[src/rtl/tws_pkg.sv]
package tws_pkg;
  typedef struct packed {
    logic shiftEn;
    logic cntEn;
    logic loadData;
    logic loadCnt;
  } tws_strobe_t;

  localparam logic [1:0] ADDR_DATA = 2'd0;
  localparam logic [1:0] ADDR_STAT = 2'd1;
  localparam logic [1:0] ADDR_CTRL = 2'd2;
endpackage

[src/rtl/tws_sync.sv]
module tws_sync #(
  parameter int STAGES = 2
) (
  input  logic clk,
  input  logic rstN,
  input  logic din,
  output logic dout
);
  logic ff [STAGES];

  for (genvar i = 0; i < STAGES; i++) begin : g_stage
    if (i == 0) begin : g_first
      always_ff @(posedge clk or negedge rstN)
        if (!rstN) ff[i] <= 1'b1;
        else       ff[i] <= din;
    end else begin : g_next
      always_ff @(posedge clk or negedge rstN)
        if (!rstN) ff[i] <= 1'b1;
        else       ff[i] <= ff[i-1];
    end
  end

  assign dout = ff[STAGES-1];
endmodule

[src/rtl/tws_datapath.sv]
module tws_datapath
  import tws_pkg::*;
#(
  parameter int DATA_W = 8,
  parameter int CNT_W  = 4
) (
  input  logic              clk,
  input  logic              rstN,
  input  tws_strobe_t       strb,
  input  logic              sdaBit,
  input  logic [DATA_W-1:0] wrData,
  output logic [DATA_W-1:0] shReg,
  output logic [CNT_W-1:0]  cnt,
  output logic              cntMax
);
  always_ff @(posedge clk or negedge rstN) begin
    if (!rstN)              shReg <= '0;
    else if (strb.loadData) shReg <= wrData;
    else if (strb.shiftEn)  shReg <= {shReg[DATA_W-2:0], sdaBit};
  end

  always_ff @(posedge clk or negedge rstN) begin
    if (!rstN)             cnt <= '0;
    else if (strb.loadCnt) cnt <= wrData[CNT_W-1:0];
    else if (strb.cntEn)   cnt <= cnt + 1'b1;
  end

  assign cntMax = &cnt;
endmodule

[src/rtl/tws_ctrl.sv]
module tws_ctrl
  import tws_pkg::*;
#(
  parameter int SYNC_STAGES = 2
) (
  input  logic        clk,
  input  logic        rstN,
  input  logic        sclIn,
  input  logic        sdaIn,
  input  logic        wrEn,
  input  logic [1:0]  wrAddr,
  input  logic [2:0]  wrFlags,
  input  logic [2:0]  wrCfg,
  input  logic        cntMax,
  output tws_strobe_t strb,
  output logic        sdaBit,
  output logic        startFlag,
  output logic        ovfFlag,
  output logic        stopFlag,
  output logic        outEn,
  output logic        startIe,
  output logic        ovfIe,
  output logic        sclDriveLow,
  output logic        irq
);
  logic sclS, sdaS, sclP, sdaP, startHold;
  logic sclRise, sclFall, startEv, stopEv;
  logic statWr, cfgWr, clrStart, clrOvf, clrStop, setOvf;

  tws_sync #(.STAGES(SYNC_STAGES)) i_sclSync (.clk(clk), .rstN(rstN), .din(sclIn), .dout(sclS));
  tws_sync #(.STAGES(SYNC_STAGES)) i_sdaSync (.clk(clk), .rstN(rstN), .din(sdaIn), .dout(sdaS));

  always_ff @(posedge clk or negedge rstN) begin
    if (!rstN) begin
      sclP <= 1'b1;
      sdaP <= 1'b1;
    end else begin
      sclP <= sclS;
      sdaP <= sdaS;
    end
  end

  assign sclRise  = sclS & ~sclP;
  assign sclFall  = ~sclS & sclP;
  assign startEv  = sclS & sclP & sdaP & ~sdaS;
  assign stopEv   = sclS & sclP & ~sdaP & sdaS;
  assign statWr   = wrEn && (wrAddr == ADDR_STAT);
  assign cfgWr    = wrEn && (wrAddr == ADDR_CTRL);
  assign clrStart = statWr & wrFlags[2];
  assign clrOvf   = statWr & wrFlags[1];
  assign clrStop  = statWr & wrFlags[0];
  assign setOvf   = sclRise | sclFall ? (cntMax & ~statWr) : 1'b0;

  always_comb begin
    strb.shiftEn  = sclRise;
    strb.cntEn    = sclRise | sclFall;
    strb.loadData = wrEn && (wrAddr == ADDR_DATA);
    strb.loadCnt  = statWr;
  end

  always_ff @(posedge clk or negedge rstN) begin
    if (!rstN) begin
      startFlag <= 1'b0;
      ovfFlag   <= 1'b0;
      stopFlag  <= 1'b0;
      startHold <= 1'b0;
    end else begin
      startFlag <= startEv | (startFlag & ~clrStart);
      ovfFlag   <= setOvf  | (ovfFlag & ~clrOvf);
      stopFlag  <= stopEv  | (stopFlag & ~clrStop);
      startHold <= clrStart ? 1'b0 : (startHold | (sclFall & startFlag));
    end
  end

  always_ff @(posedge clk or negedge rstN) begin
    if (!rstN)      {ovfIe, startIe, outEn} <= 3'b000;
    else if (cfgWr) {ovfIe, startIe, outEn} <= wrCfg;
  end

  assign sdaBit      = sdaS;
  assign sclDriveLow = startHold | ovfFlag;
  assign irq         = (startFlag & startIe) | (ovfFlag & ovfIe);
endmodule

[src/rtl/tws_shift_if.sv]
module tws_shift_if
  import tws_pkg::*;
#(
  parameter int DATA_W      = 8,
  parameter int CNT_W       = 4,
  parameter int SYNC_STAGES = 2
) (
  input  logic              clk,
  input  logic              rstN,
  input  logic              sclIn,
  input  logic              sdaIn,
  output logic              sclDriveLow,
  output logic              sdaDriveLow,
  input  logic              wrEn,
  input  logic [1:0]        wrAddr,
  input  logic [DATA_W-1:0] wrData,
  input  logic [1:0]        rdAddr,
  output logic [DATA_W-1:0] rdData,
  output logic              irq
);
  localparam int PAD_W = DATA_W - 3 - CNT_W;

  tws_strobe_t       strb;
  logic              sdaBit, cntMax;
  logic              startFlag, ovfFlag, stopFlag, outEn, startIe, ovfIe;
  logic [DATA_W-1:0] shReg;
  logic [CNT_W-1:0]  cnt;

  tws_ctrl #(.SYNC_STAGES(SYNC_STAGES)) i_ctrl (
    .clk(clk), .rstN(rstN), .sclIn(sclIn), .sdaIn(sdaIn),
    .wrEn(wrEn), .wrAddr(wrAddr),
    .wrFlags(wrData[DATA_W-1:DATA_W-3]), .wrCfg(wrData[2:0]),
    .cntMax(cntMax), .strb(strb), .sdaBit(sdaBit),
    .startFlag(startFlag), .ovfFlag(ovfFlag), .stopFlag(stopFlag),
    .outEn(outEn), .startIe(startIe), .ovfIe(ovfIe),
    .sclDriveLow(sclDriveLow), .irq(irq)
  );

  tws_datapath #(.DATA_W(DATA_W), .CNT_W(CNT_W)) i_dp (
    .clk(clk), .rstN(rstN), .strb(strb), .sdaBit(sdaBit),
    .wrData(wrData), .shReg(shReg), .cnt(cnt), .cntMax(cntMax)
  );

  assign sdaDriveLow = outEn & ~shReg[DATA_W-1];

  always_comb begin
    unique case (rdAddr)
      ADDR_DATA: rdData = shReg;
      ADDR_STAT: rdData = {startFlag, ovfFlag, stopFlag, {PAD_W{1'b0}}, cnt};
      ADDR_CTRL: rdData = {{(DATA_W-3){1'b0}}, ovfIe, startIe, outEn};
      default:   rdData = '0;
    endcase
  end
endmodule

[config.mk]
export PLATFORM = sky130hd
export DESIGN_NAME = tws_shift_if
export DESIGN_NICKNAME = d
export VERILOG_FILES = /design/src/rtl/tws_pkg.sv /design/src/rtl/tws_sync.sv /design/src/rtl/tws_datapath.sv /design/src/rtl/tws_ctrl.sv /design/src/rtl/tws_shift_if.sv
export SDC_FILE = /design/constraint.sdc
export NUM_CORES = 1
export LEC_CHECK = 0
export BUFFER_PORTS_ARGS = -buffer_cell sky130_fd_sc_hd__buf_2
export CAP_MARGIN = 25
export CORE_MARGIN = 2
export CORE_UTILIZATION = 30
export CTS_BUF_LIST = sky130_fd_sc_hd__clkbuf_2
export CTS_CLUSTER_DIAMETER = 40
export DETAILED_ROUTE_END_ITERATION = 8
export GPL_ROUTABILITY_DRIVEN = 0
export REMOVE_ABC_BUFFERS = 1
export SLEW_MARGIN = 25
export SYNTH_ARGS = -nofsm -noshare
export SYNTH_HDL_FRONTEND = slang
export SYNTH_SLANG_ARGS = --single-unit
[constraint.sdc]
create_clock -name clk -period 2.3 [get_ports clk]
set_input_delay 0.345 -clock clk [delete_from_list [all_inputs] [get_ports clk]]
set_output_delay 0.345 -clock clk [all_outputs]
set_load 0.02 [all_outputs]
==> results of run 1 <==
## metrics by stage
stage	utilization, %	instances	hold WS [ns]	setup slack (ns)
floorplan	-	111	0.0494	0.856
global placement	35.1	188	0.346	0.776
detailed placement	35.1	188	0.347	0.759
CTS	35.9	193	0.0284	0.651
global route	35.9	193	0.00643	0.524
finish	35.9	193	0.0416	0.683
## cells by family (layout without fill, tap and decap cells)
| group | count (synthesis) | count (layout) |
|---|---|---|
| AND/OR/NAND/NOR | 32 | 32 |
| flip-flops | 25 | 25 |
| AO/OA/AOI/OAI | 24 | 24 |
| multiplexers | 19 | 19 |
| buffers and inverters | 9 | 36 |
| adder cells (fa/ha/maj) | 4 | 4 |
| XOR/XNOR | 3 | 3 |
## area by class of cell
type                            count  area [um^2]
Tap cell                           50         62.6
Clock inverter                      1         5.00
Fill cell                         410         2560
Multi-Input combinational cell     82          559
Clock buffer                        3         15.0
Sequential cell                    25          633
Inverter                            4         15.0
Timing Repair Buffer               28          145
## routing by layer
layer	GRT usage (%)	vias to the layer above	routed length, um	part of all wire (%)
met1	17.2	420	1240	47
met2	18.7	23	1230	47
li1	-	450	-	-
met4	6.00	0	40	1.5
met5	0	-	0	0
met3	1.64	4	112	4.3
## worst max-delay path by stage
stage	from	endpoint	cells after the start
after floorplan	i_ctrl.i_sclSync.dout$_DFF_PN1_	i_dp.cnt[3]$_DFFE_PN0P_	5
after global placement	i_ctrl.i_sclSync.dout$_DFF_PN1_	i_ctrl.ovfFlag$_DFF_PN0_	5
after detailed placement	i_ctrl.i_sclSync.dout$_DFF_PN1_	i_ctrl.ovfFlag$_DFF_PN0_	5
after CTS	i_ctrl.ovfFlag$_DFF_PN0_	sclDriveLow	2
after global routing	i_dp.cnt[0]$_DFFE_PN0P_	rdData[0]	3
final	i_dp.cnt[0]$_DFFE_PN0P_	rdData[0]	3
## power breakdown
part,switching [mW],internal (mW),total (mW)
Combinational,0.195,0.174,0.368
Sequential,0.103,0.548,0.651
Clock,0.135,0.0394,0.175
## cell usage in the layout (no fill, tap or decap), drive strengths merged
master | netlist | layout
nor3b | 2 | 2
dfrtp | 19 | 19
nor2b | 3 | 3
a21oi | 7 | 7
nand2 | 14 | 14
or2 | 1 | 1
dfstp | 6 | 6
xnor2 | 1 | 1
nand4b | 1 | 1
nand3b | 2 | 2
clkinv | 0 | 1
xor2 | 2 | 2
clkbuf | 2 | 3
mux2i | 16 | 16
ha | 4 | 4
a22o | 1 | 1
nor2 | 9 | 9
inv | 4 | 4
mux2 | 3 | 3
buf | 3 | 27
a41oi | 1 | 1
o21ai | 15 | 15
dlygate4sd3 | 0 | 1
==> results.cfg, run 1 <==
[run_status]
status = complete, no violations

[routing]
drtIter0Drc = 23
post-route-drc-count = 0
drtAntennaViolNets = 0
wl_mm = 2.62
first_pass_iters = 4
via_per_inst = 4.65
num_vias = 897
drt-wirelength-per-cell_um = 13.5

[place]
place_area_mm2 = 0.00141
dp_hpwl_mm = 1.98
io_buffers = 27

[sta]
worst_slew_pin_slew_ns = 0.574
rsz0062_at_grt = no
fin_setup_tns_ns = 0
drv_slew = 0
hold_violations = 0
min_period_over_period_pct = 70.3
post-route-min-period_ns = 1.62
skew_ns = 0.0205
relSlewSlack_pct = 61.7
fmax_ghz = 0.618
setup_viol = 0

[synth]
synthAdderAreaFrac_pct = 4.03
synthXorXnorAreaFrac_pct = 2.12
synth_compound_area_share_pct = 10.3
ys.warnings.count = 0
post-synth-top-count-cell = dfrtp_1
ys_ff_latch = 25
ys_seq_area_share_pct = 51.0
ys.flop_type = dfrtp_1
synth_mux_area_share_pct = 15.6
netlist_top_cells_area = dfrtp_1 38%, mux2i_1 13%, dfstp_2 13%
netlist.area_leader.share_pct = 38.3
avgSynthCellArea_um2 = 10.7
synth_largest_area_cell = dfrtp_1
synth_top_family_by_area = multiplexers
synthDistinctLibCells = 24
async_reset_ff_share_pct = 100
syn_inst = 116
synthSimpleGateAreaFrac_pct = 13.0
synth_area_mm2 = 0.00124
yosys-top-cells-count = 19 x dfrtp_1, 16 x mux2i_1, 15 x o21ai_0
synth_edf_count = 0

[hold_path]
hold_depth = 1
hp-start = sdaIn
worstHoldPathType = primary input to flip-flop
hold_end = i_ctrl.i_sdaSync.ff[1]$_DFF_PN1_

[critical_path]
setup.worst_path.class = flip-flop to primary output
reg2reg_depth = 5
worstReg2RegEnd = i_ctrl.ovfFlag$_DFF_PN0_
end_kind = primary output
cp_top_family = flip-flops
start_kind = flip-flop
cp_cell_sequence = mux2i_1 > o21ai_0 > buf_2
r2r-start = i_ctrl.i_sclSync.dout$_DFF_PN1_
r2r_slack_ns = 0.70
cp_max_fo = 4
critPathSlowestCell = dfrtp_1
critPathBufInv = 1
crit_required_ns = 1.96
cpPeakStageDelay_ns = 0.46
worstPathArrival_ns = 1.27

[clock_tree]
clk_latency_ns = 0.35
cts_tree = yes
clock_path_buffers = 2
cts-htree-levels = 1
root_buffer = clkbuf_2
path_clk_slew_ns = 0.25
ctsResizeCount = 0
cts_buffers = 3
holdBufCountCts = 1
cts.sinks = 25
cts_setup_buffers = 0

[floorplan]
die_height_um = 68.3
top_level_ports = 28
initial_core_util_pct = 31.0
rows = 23
dieArea_mm2 = 0.00467
die_w_um = 68.3
core_mm2 = 0.00400

[final_layout]
drive_gt1_share_pct = 29.4
top_regs = i_dp.shReg: 8 flops, i_dp.cnt: 4 flops
synthToLayoutAreaGrowth_pct = 15.6
nets = 165
largest_register = i_dp.shReg
fin_area_mm2 = 0.00144
n_antenna_cell = 0
largest_register_ffs = 8

[pwr]
total_power_mw = 1.19
p_leak_nw = 0.661
vdd.ir_drop.worst_uv = 308
p_per_area_mw_per_mm2 = 832

[global_route]
grtUsageTotal_pct = 12.3
grt_pass1_vias = 842
grt_overflow = 0
grt_max_degree = 26
antenna_found_initial = 0
grt_pass1_wl_mm = 4.15

[job]
cap_violations = 0
Note: power is estimated with default switching activity, not from simulation.
==> run 2: changes to the inputs <==
Settings changed: ABC_AREA from default to 1.
Clock period 2.3 ns to 1.5 ns, I/O delays scaled along.
==> results.cfg, run 2 <==
[run_status]
status = complete, no violations

[final_layout]
fin_cells = 247
largest_register_ffs = 8
fin_area_mm2 = 0.00162
drive_gt1_share_pct = 28.4
synthToLayoutAreaGrowth_pct = 27.0
largest_register = i_dp.shReg
n_antenna_cell = 0
post-route-util_pct = 40.0
nets = 219
top_regs = i_dp.shReg: 8 flops, i_dp.cnt: 4 flops
final_cell_mix = 41 x nand2_1, 36 x nand3_1, 21 x buf_2
final_common_cell = nand2_1

[clock_tree]
cts_tree = yes
cts.sinks = 25
cts_buffers = 3
clk_latency_ns = 0.35
clock_path_buffers = 2
path_clk_slew_ns = 0.25
root_buffer = clkbuf_2
cts-htree-levels = 1

[sta]
setup_viol = 0
hold_violations = 0
finalWorstSetupSlack_ns = 0.0451
min_period_over_period_pct = 97.0
skew_ns = 0.0215
worst_slew_pin_slew_ns = 0.544
fin_setup_tns_ns = 0
fin_hold_ws_ns = 0.0703
post-route-min-period_ns = 1.45
drv_slew = 0
fmax_ghz = 0.687
rsz0062_at_grt = yes
relSlewSlack_pct = 63.7

[critical_path]
setup.worst_path.class = flip-flop to primary output
worstPathArrival_ns = 1.23
start_kind = flip-flop
reg2reg_depth = 5
crit_required_ns = 1.27
cp_max_fo = 4
end_kind = primary output

[synth]
ys_ff_latch = 25
yosys-top-cells-count = 41 x nand2_1, 36 x nand3_1, 19 x dfrtp_1
synth_edf_count = 0
avgSynthCellArea_um2 = 8.25
async_reset_ff_share_pct = 100
syn_inst = 155
synth_area_mm2 = 0.00128
post-synth-top-count-cell = nand2_1
ys_seq_area_share_pct = 49.5
ys.flop_type = dfrtp_1
netlist_top_cells_area = dfrtp_1 37%, nand3_1 14%, dfstp_2 12%
synthDistinctLibCells = 22
synth_largest_area_cell = dfrtp_1
ys.warnings.count = 0
netlist.area_leader.share_pct = 37.2

[pwr]
netSwitchingPower_mw = 0.672
internal-power_mw = 1.16
p_sw_share_pct = 36.6
p_leak_nw = 0.827
vdd.ir_drop.worst_uv = 543
p_comb_share_pct = 35.4
total_power_mw = 1.84
seq_power_share_pct = 50.2
p_per_area_mw_per_mm2 = 1130
pwr-share-clk_pct = 14.4

[hold_path]
hold_depth = 3
worstHoldPathType = primary input to flip-flop

[floorplan]
core_mm2 = 0.00406
dieArea_mm2 = 0.00480
rows = 23
die_w_um = 69.3
die_height_um = 69.3
initial_core_util_pct = 31.5
top_level_ports = 28

[global_route]
grt_max_degree = 26
grtUsageTotal_pct = 13.2
grt_pass1_vias = 1065
grt_overflow = 0
antenna_found_initial = 0
grt_pass1_wl_mm = 5.09

[routing]
via_per_inst = 4.64
first_pass_iters = 4
post-route-drc-count = 0
num_vias = 1146
wl_mm = 3.00
drtAntennaViolNets = 0
drtIter0Drc = 86
drt-wirelength-per-cell_um = 12.2

[job]
cap_violations = 0

[place]
place_area_mm2 = 0.00148
place_ws_ns = 0.105
dp_hpwl_mm = 2.32
io_buffers = 27
placed_cells = 233
run 2: worst max-delay path, stage by stage, from the launching register on:
cell     delay [ns]
dfrtp_1        0.50
a22o_1         0.24
buf_6          0.14
run 2: path summary, 6_finish.rpt:
kind                                                  start                              end  slack, ns
setup / recovery                 i_ctrl.startFlag$_DFF_PN0_                              irq       0.05
max in group asynchronous                              rstN            i_ctrl.sdaP$_DFF_PN1_       0.77
min in group asynchronous                              rstN       i_ctrl.startFlag$_DFF_PN0_       0.34
hold reg to reg            i_ctrl.i_sclSync.ff[1]$_DFF_PN1_  i_ctrl.i_sclSync.dout$_DFF_PN1_       0.37
setup reg to reg                      i_ctrl.sclP$_DFF_PN1_        i_dp.shReg[6]$_DFFE_PN0P_       0.13
hold / removal                                    wrData[4]        i_dp.shReg[4]$_DFFE_PN0P_       0.07
run 2: logic make-up (layout without fill, tap and decap cells):
| kind of cell | Yosys count | count (layout) | synth area share [%] |
|---|---|---|---|
| and+or+nand+nor | 90 | 90 | 32.7 |
| AOI/OAI and AO/OA | 15 | 15 | 7.04 |
| buffers and inverters | 21 | 63 | 6.85 |
| DFF | 25 | 25 | 49.5 |
| adders and majority gates | 4 | 4 | 3.91 |
run 2: metal layers:
metal  global-route usage (%)  wire (um)  part of all wire, %
met1                     18.2       1440                   48
met4                     3.27         19                 0.63
met5                        0          0                    0
met2                     20.8       1390                   46
met3                     3.20        155                  5.2
run 2: repair_timing:
action                                  4_1_cts  5_1_grt
pin swaps                                     0        3
setup buffers                                 2        5
hold buffers                                  3        0
endpoints found under the setup margin        3        8
hold endpoints to repair                     21        0
resized for setup                             1       12
run 2: cell type report:
cell class	instances	area, um^2
fill	429	2430
sequential	25	633
inverter	19	71.3
clock inverter	1	5.00
clock buffer	3	15.0
multi-input combinational	109	578
tap	50	62.6
timing repair buffer	40	259
run 2: power groups by stage:
stage                     Sequential (mW)  Clock, mW  Combinational [mW]
after floorplan                     0.915          0               0.346
after global placement              0.957          0               0.510
after detailed placement            0.956          0               0.517
after CTS                           0.927      0.275               0.571
after global routing                0.939      0.306               0.738
final                               0.922      0.263               0.650
==> run 3: changes to the inputs <==
Settings changed: CORE_ASPECT_RATIO from default to 2, CORE_MARGIN 2 to default, SYNTH_HIERARCHICAL from default to 1.
==> results.cfg, run 3 <==
[sta]
rsz0062_at_grt = no
drv_slew = 0
skew_ns = 0.00278
relSlewSlack_pct = 63.7
worst_slew_pin_slew_ns = 0.544
hold_violations = 0
fin_setup_tns_ns = 0
fmax_ghz = 0.718
min_period_over_period_pct = 92.8
post-route-min-period_ns = 1.39
setup_viol = 0

[floorplan]
dieArea_mm2 = 0.00464
die_height_um = 95.3
rows = 33
initial_core_util_pct = 31.6
top_level_ports = 28
core_mm2 = 0.00413
die_w_um = 48.7

[place]
dp_hpwl_mm = 2.34
io_buffers = 27

[critical_path]
cp_cell_sequence = a22o_1 > buf_6
critPathSlowestCell = dfrtp_1
crit_required_ns = 1.27
worstPathArrival_ns = 1.17
setup.worst_path.class = flip-flop to primary output
end_kind = primary output
start_kind = flip-flop
cp_max_fo = 4
cpPeakStageDelay_ns = 0.48

[synth]
ys.flop_type = dfrtp_1
ys.warnings.count = 6
syn_inst = 161
synth_edf_count = 0
post-synth-top-count-cell = nand2_1
synth_largest_area_cell = dfrtp_1
ys_ff_latch = 25
ys_seq_area_share_pct = 48.5
yosys-top-cells-count = 58 x nand2_1, 25 x nand3_1, 19 x dfrtp_1
netlist.area_leader.share_pct = 36.4
synth_area_mm2 = 0.00131
netlist_top_cells_area = dfrtp_1 36%, nand2_1 17%, dfstp_2 12%
synthDistinctLibCells = 23
avgSynthCellArea_um2 = 8.11
async_reset_ff_share_pct = 100

[routing]
drtAntennaViolNets = 0
via_per_inst = 4.69
wl_mm = 2.90
post-route-drc-count = 0
drt-wirelength-per-cell_um = 11.9
first_pass_iters = 6
num_vias = 1144
drtIter0Drc = 17

[job]
cap_violations = 0

[clock_tree]
cts.sinks = 25
clk_latency_ns = 0.32
cts-htree-levels = 1
path_clk_slew_ns = 0.22
cts_setup_buffers = 0
clock_path_buffers = 2
cts_tree = yes
root_buffer = clkbuf_2
cts_buffers = 3

[pwr]
p_leak_nw = 0.818
vdd.ir_drop.worst_uv = 457
p_per_area_mw_per_mm2 = 1060
total_power_mw = 1.65

[final_layout]
synthToLayoutAreaGrowth_pct = 19.9
final_common_cell = nand2_1
n_antenna_cell = 0
largest_register = i_dp/shReg
largest_register_ffs = 8
nets = 214
top_regs = i_dp/shReg: 8 flops, i_dp/cnt: 4 flops
drive_gt1_share_pct = 26.6
final_cell_mix = 58 x nand2_1, 26 x buf_2, 25 x nand3_1

[global_route]
grt_pass1_vias = 1155
grt_pass1_wl_mm = 5.20
antenna_found_initial = 0
grt_overflow = 0
grtUsageTotal_pct = 14.8
grt_max_degree = 26

[hold_path]
worstHoldPathType = primary input to flip-flop

[run_status]
status = complete, no violations
-- run 3: cell types whose count changed in the layout (fill, tap and decap cells not counted), moves of 3 or more --
cell | before | now
nor2_4 | 1 | 4
buf_2 | 21 | 26
o21ai_1 | 1 | 4
a21oi_1 | 3 | 0
nand2_1 | 41 | 58
nor2_1 | 6 | 2
nand3_1 | 36 | 25
o21ai_0 | 4 | 0
buf_4 | 15 | 1
-- run 3: routing by layer --
layer	vias to the layer above	wire length, um	global-route usage, %	part of all wire [%]
li1	578	-	-	-
met1	541	1130	15.1	39
met2	23	1680	29.4	58
met3	2	58	1.44	2.0
met4	0	39	6.62	1.3
met5	-	0	0	0
-- run 3: layout make-up --
class / count / area, um^2
clock buffer: 4 / 20.0
tap: 52 / 65.1
fill: 473 / 2560
timing repair buffer: 31 / 179
inverter: 19 / 71.3
multi-input combinational: 113 / 597
sequential: 25 / 634
-- run 3: through the flow --
| stage | hold WS, ns | instance area (um^2) | utilization, % | instances | setup slack, ns |
|---|---|---|---|---|---|
| 2_1_floorplan | -0.0706 | 1270 | - | 157 | 0.161 |
| 3_3_place_gp | 0.243 | 1480 | 35.9 | 237 | 0.0566 |
| 3_5_place_dp | 0.246 | 1480 | 35.9 | 237 | 0.0332 |
| 4_1_cts | 0.0721 | 1540 | 37.2 | 244 | 0.0234 |
| 5_1_grt | 0.0656 | 1570 | 37.9 | 244 | 0.0000762 |
| 6_report | 0.0894 | 1570 | 37.9 | 244 | 0.108 |
-- run 3: what timing repair did --
| action | CTS | global route |
|---|---|---|
| pin swaps | 0 | 3 |
| hold endpoints to repair | 21 | 0 |
| setup endpoints to repair | 2 | 5 |
| hold buffers | 3 | 0 |
| resized for setup | 1 | 9 |
-- run 3: kinds of logic after synthesis --
kind of cell               count (synthesis)  share of synthesized area (%)
buffers and inverters                     23                           7.85
DFF                                       25                           48.5
xor gates and xnor gates                   1                          0.671
AOI/OAI and AO/OA                          9                           4.31
adders and majority gates                  4                           3.83
and+or+nand+nor                           99                           34.9
-- run 3: critical path, delay by kind of cell, from the launching register on --
family	cells	cell delay, ns
buffers and inverters	1	0.13
AOI/OAI and AO/OA	1	0.24
DFF	1	0.48
-- run 3: final timing paths --
kind / start / to / slack (ns) / cells past startpoint
min in group asynchronous: rstN / i_dp/shReg[4]$_DFFE_PN0P_ / 0.37 / 2
min reg2reg: i_ctrl/i_sclSync/ff[1]$_DFF_PN1_ / i_ctrl/i_sclSync/dout$_DFF_PN1_ / 0.37 / 0
min: wrData[4] / i_dp/shReg[4]$_DFFE_PN0P_ / 0.09 / 3
max reg2reg: i_ctrl/i_sclSync/dout$_DFF_PN1_ / i_dp/cnt[0]$_DFFE_PN0P_ / 0.15 / 6
max: i_ctrl/startFlag$_DFF_PN0_ / irq / 0.11 / 2
max in group asynchronous: rstN / i_dp/cnt[0]$_DFFE_PN0P_ / 0.74 / 2
-- run 3: where the power goes --
part           switching (mW)  leakage (nW)  internal, mW  total [mW]
combinational           0.256         0.509         0.198       0.455
sequential              0.138         0.293         0.802       0.940
clock                   0.188        0.0166        0.0705       0.258
